$ cat src/rtl/cmm_pkg.sv
package cmm_pkg;
    typedef enum logic [1:0] {
        ST_IDLE = 2'd0,
        ST_LOOK = 2'd1,
        ST_WB   = 2'd2
    } state_e;

    localparam int OP_CLEAN_BIT = 0;
    localparam int OP_INV_BIT   = 1;
endpackage

$ cat src/rtl/cmm_line_store.sv
module cmm_line_store #(
    parameter int SETS   = 4,
    parameter int WAYS   = 2,
    parameter int TAG_W  = 6,
    parameter int DATA_W = 16,
    localparam int IDX_W = $clog2(SETS),
    localparam int WAY_W = $clog2(WAYS)
) (
    input  logic                             clk,
    input  logic                             rst_n,
    input  logic [IDX_W-1:0]                 rd_set,
    output logic [WAYS-1:0]                  rd_valid,
    output logic [WAYS-1:0]                  rd_dirty,
    output logic [WAYS-1:0][TAG_W-1:0]       rd_tag,
    output logic [WAYS-1:0][DATA_W-1:0]      rd_data,
    input  logic                             fill_we,
    input  logic [IDX_W-1:0]                 fill_set,
    input  logic [WAY_W-1:0]                 fill_way,
    input  logic [TAG_W-1:0]                 fill_tag,
    input  logic [DATA_W-1:0]                fill_data,
    input  logic                             fill_dirty,
    input  logic                             mt_we,
    input  logic [IDX_W-1:0]                 mt_set,
    input  logic [WAY_W-1:0]                 mt_way,
    input  logic                             mt_clr_valid,
    input  logic                             mt_clr_dirty
);
    logic [SETS-1:0][WAYS-1:0]  valid_q, dirty_q;
    logic [TAG_W-1:0]           tag_q  [SETS][WAYS];
    logic [DATA_W-1:0]          data_q [SETS][WAYS];

    // Status bits: maintenance has priority over the fill stub.
    always_ff @(posedge clk or negedge rst_n) begin
        if (!rst_n) begin
            valid_q <= '0;
            dirty_q <= '0;
        end else if (mt_we) begin
            if (mt_clr_valid) valid_q[mt_set][mt_way] <= 1'b0;
            if (mt_clr_dirty) dirty_q[mt_set][mt_way] <= 1'b0;
        end else if (fill_we) begin
            valid_q[fill_set][fill_way] <= 1'b1;
            dirty_q[fill_set][fill_way] <= fill_dirty;
        end
    end

    always_ff @(posedge clk) begin
        if (fill_we && !mt_we) begin
            tag_q[fill_set][fill_way]  <= fill_tag;
            data_q[fill_set][fill_way] <= fill_data;
        end
    end

    for (genvar w = 0; w < WAYS; w++) begin : g_rd
        assign rd_valid[w] = valid_q[rd_set][w];
        assign rd_dirty[w] = dirty_q[rd_set][w];
        assign rd_tag[w]   = tag_q[rd_set][w];
        assign rd_data[w]  = data_q[rd_set][w];
    end
endmodule

$ cat src/rtl/cmm_tag_match.sv
module cmm_tag_match #(
    parameter int WAYS  = 2,
    parameter int TAG_W = 6,
    localparam int WAY_W = $clog2(WAYS)
) (
    input  logic [WAYS-1:0]            valid,
    input  logic [WAYS-1:0][TAG_W-1:0] tags,
    input  logic [TAG_W-1:0]           tag,
    output logic                       hit,
    output logic [WAY_W-1:0]           hit_way
);
    logic [WAYS-1:0] match;

    for (genvar w = 0; w < WAYS; w++) begin : g_cmp
        assign match[w] = valid[w] && (tags[w] == tag);
    end

    // Lowest-numbered matching way wins.
    always_comb begin
        hit     = |match;
        hit_way = '0;
        for (int i = WAYS - 1; i >= 0; i--) begin
            if (match[i]) hit_way = WAY_W'(i);
        end
    end
endmodule

$ cat src/rtl/cmm_engine.sv
module cmm_engine #(
    parameter int SETS   = 4,
    parameter int WAYS   = 2,
    parameter int ADDR_W = 10,
    parameter int OFF_W  = 2,
    parameter int DATA_W = 16,
    localparam int IDX_W = $clog2(SETS),
    localparam int WAY_W = $clog2(WAYS),
    localparam int TAG_W = ADDR_W - OFF_W - IDX_W
) (
    input  logic              clk,
    input  logic              rst_n,
    input  logic              cache_en,
    input  logic              cmd_valid,
    output logic              cmd_ready,
    input  logic [1:0]        cmd_op,
    input  logic              cmd_by_sw,
    input  logic [ADDR_W-1:0] cmd_addr,
    input  logic [IDX_W-1:0]  cmd_set,
    input  logic [WAY_W-1:0]  cmd_way,
    output logic              done,
    output logic              done_hit,
    output logic              wb_valid,
    input  logic              wb_ready,
    output logic [ADDR_W-1:0] wb_addr,
    output logic [DATA_W-1:0] wb_data,
    input  logic              fill_valid,
    input  logic [IDX_W-1:0]  fill_set,
    input  logic [WAY_W-1:0]  fill_way,
    input  logic [TAG_W-1:0]  fill_tag,
    input  logic [DATA_W-1:0] fill_data,
    input  logic              fill_dirty
);
    import cmm_pkg::*;

    state_e             state_q, state_d;
    logic [1:0]         op_q;
    logic               sw_q;
    logic [IDX_W-1:0]   set_q;
    logic [WAY_W-1:0]   way_q;
    logic [TAG_W-1:0]   tag_q;

    logic [WAYS-1:0]              rd_valid, rd_dirty;
    logic [WAYS-1:0][TAG_W-1:0]   rd_tag;
    logic [WAYS-1:0][DATA_W-1:0]  rd_data;
    logic                         match_hit;
    logic [WAY_W-1:0]             match_way;
    logic [WAY_W-1:0]             tgt_way;
    logic                         line_hit, line_dirty, need_wb;
    logic                         accept, fill_we, mt_we;
    logic                         unused_offset;

    assign unused_offset = ^cmd_addr[OFF_W-1:0];
    assign accept  = cmd_valid && cmd_ready;
    assign fill_we = fill_valid && cache_en && (state_q == ST_IDLE);

    cmm_line_store #(.SETS(SETS), .WAYS(WAYS), .TAG_W(TAG_W), .DATA_W(DATA_W)) store_i (
        .clk          (clk),
        .rst_n        (rst_n),
        .rd_set       (set_q),
        .rd_valid     (rd_valid),
        .rd_dirty     (rd_dirty),
        .rd_tag       (rd_tag),
        .rd_data      (rd_data),
        .fill_we      (fill_we),
        .fill_set     (fill_set),
        .fill_way     (fill_way),
        .fill_tag     (fill_tag),
        .fill_data    (fill_data),
        .fill_dirty   (fill_dirty),
        .mt_we        (mt_we),
        .mt_set       (set_q),
        .mt_way       (tgt_way),
        .mt_clr_valid (op_q[OP_INV_BIT]),
        .mt_clr_dirty (|op_q)
    );

    cmm_tag_match #(.WAYS(WAYS), .TAG_W(TAG_W)) match_i (
        .valid   (rd_valid),
        .tags    (rd_tag),
        .tag     (tag_q),
        .hit     (match_hit),
        .hit_way (match_way)
    );

    // Target line: store contents cannot change while a command is in flight.
    assign tgt_way    = sw_q ? way_q : match_way;
    assign line_hit   = sw_q ? rd_valid[way_q] : match_hit;
    assign line_dirty = rd_dirty[tgt_way];
    assign need_wb    = line_hit && line_dirty && op_q[OP_CLEAN_BIT];

    // Command capture.
    always_ff @(posedge clk or negedge rst_n) begin
        if (!rst_n) begin
            op_q  <= '0;
            sw_q  <= 1'b0;
            set_q <= '0;
            way_q <= '0;
            tag_q <= '0;
        end else if (accept) begin
            op_q  <= cmd_op;
            sw_q  <= cmd_by_sw;
            set_q <= cmd_by_sw ? cmd_set : cmd_addr[OFF_W +: IDX_W];
            way_q <= cmd_way;
            tag_q <= cmd_addr[ADDR_W-1 -: TAG_W];
        end
    end

    // State register.
    always_ff @(posedge clk or negedge rst_n) begin
        if (!rst_n) state_q <= ST_IDLE;
        else        state_q <= state_d;
    end

    always_comb begin
        state_d = state_q;
        unique case (state_q)
            ST_IDLE: if (accept)   state_d = ST_LOOK;
            ST_LOOK: state_d = need_wb ? ST_WB : ST_IDLE;
            ST_WB:   if (wb_ready) state_d = ST_IDLE;
            default: state_d = ST_IDLE;
        endcase
    end

    // Outputs.
    always_comb begin
        cmd_ready = 1'b0;
        wb_valid  = 1'b0;
        done      = 1'b0;
        unique case (state_q)
            ST_IDLE: cmd_ready = 1'b1;
            ST_LOOK: done      = !need_wb;
            ST_WB: begin
                wb_valid = 1'b1;
                done     = wb_ready;
            end
            default: ;
        endcase
        done_hit = done && line_hit;
        mt_we    = done && line_hit;
        wb_addr  = {rd_tag[tgt_way], set_q, {OFF_W{1'b0}}};
        wb_data  = rd_data[tgt_way];
    end

    // a pending writeback keeps the command port closed.
    p_busy_wb_r1: assert property (@(posedge clk) disable iff (!rst_n)
        wb_valid |-> !cmd_ready);
    // only a dirty line under a clean request reaches the memory port.
    p_wb_only_dirty_r5: assert property (@(posedge clk) disable iff (!rst_n)
        wb_valid |-> (op_q[OP_CLEAN_BIT] && line_dirty && line_hit));
    // a clean-only hit leaves the line valid and no longer dirty.
    p_clean_keeps_r4: assert property (@(posedge clk) disable iff (!rst_n)
        (done && line_hit && op_q == 2'b01) |=>
            (rd_valid[$past(tgt_way)] && !rd_dirty[$past(tgt_way)]));
    // an invalidate hit leaves the line gone.
    p_inv_drops_r6: assert property (@(posedge clk) disable iff (!rst_n)
        (done && line_hit && op_q[OP_INV_BIT]) |=>
            (!rd_valid[$past(tgt_way)] && !rd_dirty[$past(tgt_way)]));
    // writeback held stable under backpressure.
    p_wb_hold_r8: assert property (@(posedge clk) disable iff (!rst_n)
        (wb_valid && !wb_ready) |=> (wb_valid && $stable(wb_addr) && $stable(wb_data)));
    // done is a single pulse and the port reopens after it.
    p_done_pulse_r11: assert property (@(posedge clk) disable iff (!rst_n)
        done |=> (!done && cmd_ready));
endmodule

$ cat config.mk
export PLATFORM = sky130hd
export DESIGN_NAME = cmm_engine
export DESIGN_NICKNAME = d
export VERILOG_FILES = /design/src/rtl/cmm_pkg.sv /design/src/rtl/cmm_line_store.sv /design/src/rtl/cmm_tag_match.sv /design/src/rtl/cmm_engine.sv
export SDC_FILE = /design/constraint.sdc
export NUM_CORES = 1
export LEC_CHECK = 0
export CAP_MARGIN = 20
export CORE_MARGIN = 8
export CORE_UTILIZATION = 25
export CTS_BUF_LIST = sky130_fd_sc_hd__clkbuf_4 sky130_fd_sc_hd__clkbuf_8
export DETAILED_ROUTE_END_ITERATION = 7
export DONT_BUFFER_PORTS = 1
export HOLD_SLACK_MARGIN = 0.1
export SLEW_MARGIN = 10
export SYNTH_ARGS = -nofsm -noshare
export SYNTH_HDL_FRONTEND = slang
export SYNTH_SLANG_ARGS = --single-unit
$ cat constraint.sdc
create_clock -name clk -period 9.2 [get_ports clk]
set_clock_uncertainty 0.05 [all_clocks]
set_input_delay 2.76 -clock clk [delete_from_list [all_inputs] [get_ports clk]]
set_output_delay 2.76 -clock clk [all_outputs]
set_load 0.005 [all_outputs]
# Word-level counts from Yosys, hierarchy flattened

Memory sizes are Yosys's and may differ from the RTL's.
Cells that the tools add are included.

Memory bits (writable): 176
Word-level logic and storage cells: 109
Bits in latches: 0
Output and inout bits: 30
Register bits after elaboration: 30
Bits in read-only memories: 0
Memories kept: 2

Muxes and demuxes: 46
Add/subtract/negate cells: 0
Shifts and indexed selects: 0
Reductions and logical operators: 23
Order comparisons: 11
Multiply operators: 0
Divide/modulo/power cells: 0
Bitwise gates (word level): 5
Eq/ne operators: 8

Memory list:

| name           | words | bits a word | rd ports | clocked after memory_dff | wr ports | RTL line             | RTL |
|---|---|---|---|---|---|---|---|
| store_i.data_q | 4     | 32          | 1        | 0                        | 1        | cmm_line_store.sv:30 | `logic [DATA_W-1:0] data_q [SETS][WAYS];` |
| store_i.tag_q  | 4     | 12          | 1        | 0                        | 1        | cmm_line_store.sv:29 | `logic [TAG_W-1:0] tag_q [SETS][WAYS];` |

Operators with widths:

| operator                                                    | count |
|---|---|
| two-way mux 16 bit                                          | 3 |
| two-way mux 8 bit                                           | 6 |
| two-way mux 32 bit                                          | 1 |
| two-way mux 6 bit                                           | 3 |
| bitwise AND 8 bit                                           | 2 |
| demux 16 bit (select 1 bit)                                 | 1 |
| two-way mux 2 bit                                           | 8 |
| logical AND 1 bit                                           | 14 |
| two-way mux 1 bit                                           | 13 |
| == test 6 bit                                               | 2 |
| two-way mux 12 bit                                          | 1 |
| binary-select mux 2 bit (select 2 bit)                      | 2 |
| bitwise mux 8 bit                                           | 1 |
| demux 2 bit (select 2 bit)                                  | 2 |
| != test 2 bit (second input constant)                       | 4 |
| inverter 8 bit                                              | 1 |
| OR 8 bit                                                    | 1 |
| demux 6 bit (select 1 bit)                                  | 1 |
| less-than comparator 1 x 2 -> 1 bit (second input constant) | 3 |
| less-than comparator 2 x 3 -> 1 bit (second input constant) | 2 |
| case mux 2 bit (3 select lines)                             | 1 |
| AND reduction 2 bit                                         | 3 |
| >= comparator 2 x 1 -> 1 bit (second input constant)        | 2 |
| OR reduction 2 bit                                          | 2 |
| 11 further kinds                                            | 14 |

# Depth between registers and ports, before layout

Gate-level depths: netlist of the first run.

Word-level depth: 17
Depth in mapped cells: 12
Mapped depth without buffers: 8

# By module

A second synthesis of the first run with hierarchy kept.

Cells, all modules: 438
Area total of the unflattened synthesis: 8602.0 um^2

Modules (own cells, without submodules):

| module         | cells an instance | seq. area each (um^2) | times used | area an instance (um^2) |
|---|---|---|---|---|
| cmm_line_store | 332               | 5685.5                | 1          | 7415.9 |
| cmm_engine     | 88                | 350.3                 | 1          | 1031.0 |
| cmm_tag_match  | 18                | 0.0                   | 1          | 155.1 |

# Least setup slack after synthesis of the first run

OpenSTA, ideal clock, no wires.

Path type: input port to output port
Start: input port wb_ready
End: output port done
Data required time: 6390 ps
Path slack: 3204 ps
Cell stages on the path: 4
Buffers on the path: 1
Arrival time: 3186 ps
Cell sequence: nand2_1 -> o311a_2 -> buf_6 -> nor2b_1

Longest elaborated chain between the ends: 1

RTL lines:

| item                            | RTL line          | RTL |
|---|---|---|
| start: declaration              | cmm_engine.sv:24  | `input logic wb_ready,` |
| case mux 1 bit (2 select lines) | cmm_engine.sv:130 | `unique case (state_q)` |
| end: declaration                | cmm_engine.sv:21  | `output logic done,` |

No other way between the ends.

# Worst setup path in the final report of the first run

Start: register set_q[1]
End: output port wb_addr[6]

Longest elaborated chain between the ends: 8

RTL lines:

| item                                                                               | RTL line                                  | RTL |
|---|---|---|
| start: declaration                                                                 | cmm_engine.sv:39                          | `logic [IDX_W-1:0] set_q;` |
| start signal: assignment                                                           | cmm_engine.sv:103                         | `set_q <= cmd_by_sw ? cmd_set : cmd_addr[OFF_W +: IDX_W];` |
| memory read (4 x 12 bit) or binary-select mux 2 bit (select 2 bit) (tied branches) | -                                         |  |
| == test 6 bit or two-way mux 2 bit (tied branches)                                 | cmm_tag_match.sv:15, cmm_line_store.sv:54 |  |
| logical AND 1 bit                                                                  | cmm_tag_match.sv:15                       | `assign match[w] = valid[w] && (tags[w] == tag);` |
| two-way mux 1 bit (2 in a row)                                                     | cmm_tag_match.sv:23                       | `if (match[i]) hit_way = WAY_W'(i);` |
| two-way mux 1 bit                                                                  | cmm_engine.sv:87                          | `assign tgt_way = sw_q ? way_q : match_way;` |
| two-way mux 6 bit (implied by the code) * (2 in a row)                             | cmm_engine.sv:141                         | `wb_addr = {rd_tag[tgt_way], set_q, {OFF_W{1'b0}}};` |
| end: declaration                                                                   | cmm_engine.sv:25                          | `output logic [ADDR_W-1:0] wb_addr,` |

Every way passes the cells marked *; elsewhere a longest branch is shown, timed or not. The select of a mux whose other input is x is not followed.

==> implementation parameters, run 1 <==
Parameter                              Value

Finish
  Synth-to-layout area growth    12.3%
  Nets    559
  Post-layout utilization of the core    28.3%
  Ant diodes    0
  Fraction of final layout cells with drive strength greater than 1    32.1%
  Count of non-filler cells in the finished layout    987
  Leading cell types in the layout, fill and taps excluded    sky130_fd_sc_hd__edfxtp_1, sky130_fd_sc_hd__mux4_2, sky130_fd_sc_hd__mux2_2
  Leading cell type in the layout, fill and taps excluded    sky130_fd_sc_hd__edfxtp_1

Worst setup path
  Arr. time, crit path    4.46 ns
  Crit. End Element    primary output
  Start-to-end type of the worst setup path    register to primary output
  WP data required    6.39 ns
  Maximum fanout count along the critical path    41
  Startpoint type of the worst setup path    register

Logic synthesis
  Adder-cell share of the synthesized area    0.421%
  Synth Register Bits    206
  Share of flip-flops with an asynchronous set or reset after synthesis    14.6%
  Cells taking the most area after synthesis    sky130_fd_sc_hd__edfxtp_1, sky130_fd_sc_hd__mux4_2, sky130_fd_sc_hd__dfrtp_1
  Area of the mapped netlist    8930 um2
  Yosys synthesis warning count    0
  Gate count of the mapped netlist    486
  Post-synthesis mux area share    19.5%
  Number of flops mapped to enable cells by yosys    176
  Share of synthesized cell area in and, or, nand and nor gates    3.70%
  Number of distinct library cells after synthesis    50
  Proportion of netlist area held by the largest area contributor    59.2%
  Most area-hungry cell type in the Yosys netlist    sky130_fd_sc_hd__edfxtp_1
  Per-instance average area after synthesis    18.4 um2
  Share of the synthesized area in compound gates (AO/OA/AOI/OAI)    4.15%
  Post-synthesis sequential area ratio    67.6%
  Dominant register cell in the synthesized netlist    sky130_fd_sc_hd__edfxtp_1
  Main combinational cell family by area after synthesis    multiplexers
  XOR/XNOR share of the synthesized area    1.64%

Routing
  Wire length on met1    9340 um
  Via total after detailed routing    4409
  Overall routed net length    20600 um
  Highest routed layer    met4
  Final antenna-violating net count    0
  Length of routed met3 wiring    1370 um
  DR WL/cell    20.9 um
  Number of detailed-route iterations in the first pass    4
  Detailed route wirelength on metal2    9630 um
  DRC violation count after routing    0
  First-iteration detailed-routing DRC count    274
  DR vias/cell    4.47

GRT
  Largest net degree at the start of global routing    42
  Global-route wire length before repair    31000 um
  Total GRT Usage    9.82%
  Initial antenna violation count    0
  Remaining global-route overflow    0
  Via count of the first global-routing pass    4834

Placed design
  GPL Wtd Cong    0.721
  Count of buffers inserted at the top-level ports    0
  Placed Cells incl. Taps    933
  Dpl hpwl    12500 um
  Worst-case setup slack after placement    2.44 ns

Run status
  Run status    finished, final reports clean

Pwr
  Leakage power    3.35 nW
  Power per unit of standard cell area    291 nW/um2
  IR Drop Worst-Case VDD    0.259 mV

STA
  Max Clk Rate    0.138 GHz
  Worst Setup Slack, final    1.93 ns
  Final critical-path share of the clock period    79.0%
  Final Critical Period    7.27 ns
  Sum Neg Setup Slack    0 ns
  Slew of the pin with the lowest slew margin    0.813 ns
  Slew Viols, Final    0
  Setup violators final    0
  Hold Violations, Final    0
  Unrepaired setup endpoints after global routing    false
  Rel. slew slack    45.8%

Clock tree
  Number of buffers added by the clock tree synthesis step    34
  CTS tree    yes
  Library cell used as clock root buffer    sky130_fd_sc_hd__clkbuf_8
  Clock Latency Late Sink    0.52 ns
  Count of hold-fix buffers inserted at cts    0
  Longest Clk Path Bufs    3
  Total of cells resized after clock tree synthesis    0
  H-tree levels    2
  Clock Sink Count    206
  Number of buffers inserted by post-CTS setup repair    0
  Clock slew at reported path FFs    0.06 ns

Flow run
  Maximum Capacitance Violations    0

Floorplan
  Vertical die dimension    205 um
  Die Width    205 um
  Rows    69
  Boundary Pins    78
  Standard cell core area    35400 um2
  Area of the die    42000 um2
  Starting density of the core    25.2%

Min path
  HP Class    register to register
sequential cells by signal (all words and copies together), names as in the netlist:
| name | flops |
|---|---|
| way_q | 1 |
| sw_q | 1 |
| store_i.data_q | 128 |
| state_q | 2 |
| set_q | 2 |
| op_q | 2 |
| store_i.tag_q | 48 |
| store_i.valid_q | 8 |
| tag_q | 6 |
| store_i.dirty_q | 8 |
layout make-up:
cell class                      instances  area (um2)
Tap cell                              461         577
Multi-Input combinational cell        233        2630
Sequential cell                       206        6040
Timing Repair Buffer                   11        82.6
Inverter                               22        82.6
Clock buffer                           46         571
Fill cell                            3535       25400
Clock inverter                          8        45.0
synth_stat cells (2+ instances only):
cell and number:
sky130_fd_sc_hd__nor2_1 15, sky130_fd_sc_hd__nor3_1 2, sky130_fd_sc_hd__mux2_2 39, sky130_fd_sc_hd__mux4_2 44
sky130_fd_sc_hd__mux2_1 5, sky130_fd_sc_hd__inv_1 22, sky130_fd_sc_hd__nand2_1 12, sky130_fd_sc_hd__o31ai_1 4
sky130_fd_sc_hd__nor2b_1 4, sky130_fd_sc_hd__buf_2 2, sky130_fd_sc_hd__xor2_1 4, sky130_fd_sc_hd__edfxtp_1 176
sky130_fd_sc_hd__o21ai_2 8, sky130_fd_sc_hd__nand3_1 3, sky130_fd_sc_hd__o22ai_1 8, sky130_fd_sc_hd__buf_6 7
sky130_fd_sc_hd__buf_4 5, sky130_fd_sc_hd__o41ai_1 4, sky130_fd_sc_hd__dfrtp_1 30, sky130_fd_sc_hd__mux2i_1 25
sky130_fd_sc_hd__nand3b_1 4, sky130_fd_sc_hd__clkbuf_1 10, sky130_fd_sc_hd__a22oi_1 9, sky130_fd_sc_hd__o21ai_0 5
sky130_fd_sc_hd__xnor2_1 9, sky130_fd_sc_hd__nand2b_1 2, sky130_fd_sc_hd__o211ai_2 2, sky130_fd_sc_hd__ha_1 3
sky130_fd_sc_hd__xnor2_2 2
cell families after synthesis:
group,after synthesis
other,1
AOI/OAI and AO/OA,46
adders and majority gates,3
and+or+nand+nor,54
muxes,113
xor gates and xnor gates,15
DFF,206
buffers and inverters,48
critical path, cell delays in order, from the launching register on:
cell,delay (ns)
sky130_fd_sc_hd__dfrtp_2,0.88
sky130_fd_sc_hd__buf_4,0.59
sky130_fd_sc_hd__mux2i_1,0.40
sky130_fd_sc_hd__mux2i_1,0.16
sky130_fd_sc_hd__nand2_1,0.15
sky130_fd_sc_hd__nor3_4,0.08
sky130_fd_sc_hd__o41ai_4,0.32
sky130_fd_sc_hd__buf_4,0.61
sky130_fd_sc_hd__mux2_2,0.41
sky130_fd_sc_hd__o22ai_1,0.17
sky130_fd_sc_hd__nor2_1,0.13
path summary, 6_finish.rpt:
kind,from,endpoint,slack (ns),cells past startpoint
max,set_q[1],wb_addr[6],1.93,10
max reg2reg,set_q[1],store_i.tag_q[3][1],4.52,10
max in group asynchronous,rst_n,set_q[0],7.14,0
min in group asynchronous,rst_n,way_q,1.87,0
min reg2reg,store_i.dirty_q[2],store_i.dirty_q[2],0.49,2
min,store_i.dirty_q[2],store_i.dirty_q[2],0.49,2
per-stage QoR:
stage	total power [mW]	hold slack (ns)	cell area, um2
finish	2.92	0.487	10000
global route	3.09	0.514	10000
CTS	2.98	0.486	10000
detailed placement	2.21	0.477	9410
global placement	2.19	0.471	9410
floorplan	2.00	0.447	8930
power by group:
part	leakage, nW	switching (mW)	internal, mW
Combinational	1.09	0.492	0.441
Clock	0.327	0.354	0.401
Sequential	1.93	0.129	1.10
per-layer routing:
metal / track usage [%] / vias up
li1: - / 1972
met1: 12.7 / 2304
met2: 15.5 / 106
met3: 3.43 / 27
met4: 2.48 / 0
met5: 0 / -
Note: power is estimated with default switching activity, not from simulation.
==> inputs of run 2 (changes only) <==
==> constraint.sdc (replaced) <==
create_clock -name clk -period 6.1 [get_ports clk]
set_clock_uncertainty 0.05 [all_clocks]
set_input_delay 1.83 -clock clk [delete_from_list [all_inputs] [get_ports clk]]
set_output_delay 1.83 -clock clk [all_outputs]
set_load 0.005 [all_outputs]
==> implementation parameters, run 2 (synthesized netlist as in run 1, its figures left out) <==
Parameter                              Value

STA
  Rel. slew slack    46.9%
  Final critical-path share of the clock period    94.1%
  Slew Viols, Final    0
  Setup violators final    0
  Worst Setup Slack, final    0.362 ns
  Final Critical Period    5.74 ns
  Hold Violations, Final    0
  Slew of the pin with the lowest slew margin    0.797 ns
  Sum Neg Setup Slack    0 ns
  Max Clk Rate    0.174 GHz
  Unrepaired setup endpoints after global routing    false

Routing
  Number of detailed-route iterations in the first pass    4
  First-iteration detailed-routing DRC count    257
  Final antenna-violating net count    0
  DR vias/cell    4.42
  Overall routed net length    20300 um
  Via total after detailed routing    4379
  DRC violation count after routing    0
  DR WL/cell    20.5 um

Clock tree
  Library cell used as clock root buffer    sky130_fd_sc_hd__clkbuf_8
  Count of hold-fix buffers inserted at cts    0
  Clock Latency Late Sink    0.58 ns
  Clock Sink Count    206
  Number of buffers inserted by post-CTS setup repair    0
  Clock slew at reported path FFs    0.06 ns
  CTS tree    yes
  H-tree levels    1
  Longest Clk Path Bufs    3
  Number of buffers added by the clock tree synthesis step    31

Pwr
  Leakage power    3.35 nW
  Power per unit of standard cell area    433 nW/um2
  IR Drop Worst-Case VDD    0.350 mV

Finish
  Registers with the most flip-flops    store_i.data_q (128), store_i.tag_q (48)
  Fraction of final layout cells with drive strength greater than 1    32.0%
  Synth-to-layout area growth    12.3%
  Register name with the most flops    store_i.data_q
  Nets    557
  Leading cell types in the layout, fill and taps excluded    sky130_fd_sc_hd__edfxtp_1, sky130_fd_sc_hd__mux4_2, sky130_fd_sc_hd__mux2_2
  Leading cell type in the layout, fill and taps excluded    sky130_fd_sc_hd__edfxtp_1
  Flip-flop count of the largest register after layout    128

Placed design
  Dpl hpwl    12700 um
  GPL Wtd Cong    0.688
  Worst-case setup slack after placement    0.788 ns
  Count of buffers inserted at the top-level ports    0

GRT
  Initial antenna violation count    0
  Via count of the first global-routing pass    4709
  Total GRT Usage    9.56%
  Global-route wire length before repair    30000 um
  Remaining global-route overflow    0
  Largest net degree at the start of global routing    42

Floorplan
  Starting density of the core    25.2%
  Vertical die dimension    205 um
  Standard cell core area    35400 um2
  Rows    69
  Boundary Pins    78
  Area of the die    42000 um2
  Die Width    205 um

Min path
  HP Class    register to register
  Worst Min Path Start    store_i.valid_q[3]
  Number of cells on the worst hold path    2
  Worst min-delay path endpoint    store_i.valid_q[3]

Worst setup path
  Crit. End Element    primary output
  Terminus of the critical flop-to-flop path    store_i.data_q[0][2]
  Arr. time, crit path    3.86 ns
  Start of the worst register-to-register path    set_q[0]
  Start-to-end type of the worst setup path    register to primary output
  WP data required    4.22 ns
  Maximum fanout count along the critical path    41
  FF-to-FF setup slack    1.91 ns
  Worst r2r path cells    8
  Startpoint type of the worst setup path    register

Flow run
  Maximum Capacitance Violations    0

Run status
  Run status    finished, final reports clean
## run 2: changes by cell type in the layout (fill, tap and decap cells not counted), sizes merged
cell,change
buf,+1
clkinvlp,-1
diode,+2
clkinv,+2
## run 2: worst max path at each step
stage | from | endpoint | slack, ns | cells past startpoint
after floorplan | set_q[0] | wb_addr[7] | 1.59 | 11
after global placement | set_q[0] | wb_addr[7] | 0.85 | 8
after detailed placement | set_q[0] | wb_addr[6] | 0.79 | 8
after CTS | set_q[0] | wb_addr[7] | 0.12 | 8
after global routing | set_q[0] | wb_addr[6] | 0.12 | 8
final | set_q[0] | wb_addr[6] | 0.36 | 8
## run 2: through the flow
step           hold slack, ns  area [um2]  instances  util [%]  power (mW)
4_1_cts                 0.490       10000        989      28.3        4.44
2_1_floorplan           0.447        8930        487         -        3.02
3_3_place_gp            0.472        9430        934      26.6        3.32
5_1_grt                 0.508       10000        989      28.3        4.61
6_report                0.486       10000        991      28.3        4.34
3_5_place_dp            0.480        9430        934      26.6        3.34
## run 2: what timing repair did
item	4_1_cts	5_1_grt
resized for setup	0	1
endpoints found under the hold margin	0	0
setup endpoints to repair	0	4
## run 2: layer usage
layer	vias to the layer above	part of all wire, %	routed length, um	GRT usage, %
li1	1971	-	-	-
met1	2272	44	8960	12.6
met2	107	46	9330	15.0
met3	29	8.4	1700	3.53
met4	0	1.5	303	1.97
met5	-	0	0	0
## run 2: area by class of cell
type / instances / area (um2)
well taps: 461 / 577
repair buffers: 12 / 106
diodes: 2 / 5.00
clock buffers: 46 / 539
flip-flops and latches: 206 / 6040
multi-input cells: 233 / 2630
clock inverters: 9 / 45.0
fillers: 3529 / 25400
inverters: 22 / 82.6
## run 2: power by group
part           total, mW  internal [mW]  switching (mW)
Combinational       1.42          0.679           0.741
Sequential          1.85           1.66           0.186
Clock               1.08          0.564           0.514
Total               4.34           2.90            1.44
## run 2: worst max-delay path, cell delays in order, from the launching register on
cell and delay (ns):
sky130_fd_sc_hd__dfrtp_4 0.82, sky130_fd_sc_hd__mux4_2 0.65, sky130_fd_sc_hd__xnor2_2 0.19, sky130_fd_sc_hd__o211ai_2 0.18, sky130_fd_sc_hd__o41ai_4 0.37, sky130_fd_sc_hd__buf_12 0.32
sky130_fd_sc_hd__mux2_2 0.37, sky130_fd_sc_hd__o22ai_1 0.18, sky130_fd_sc_hd__nor2_1 0.14
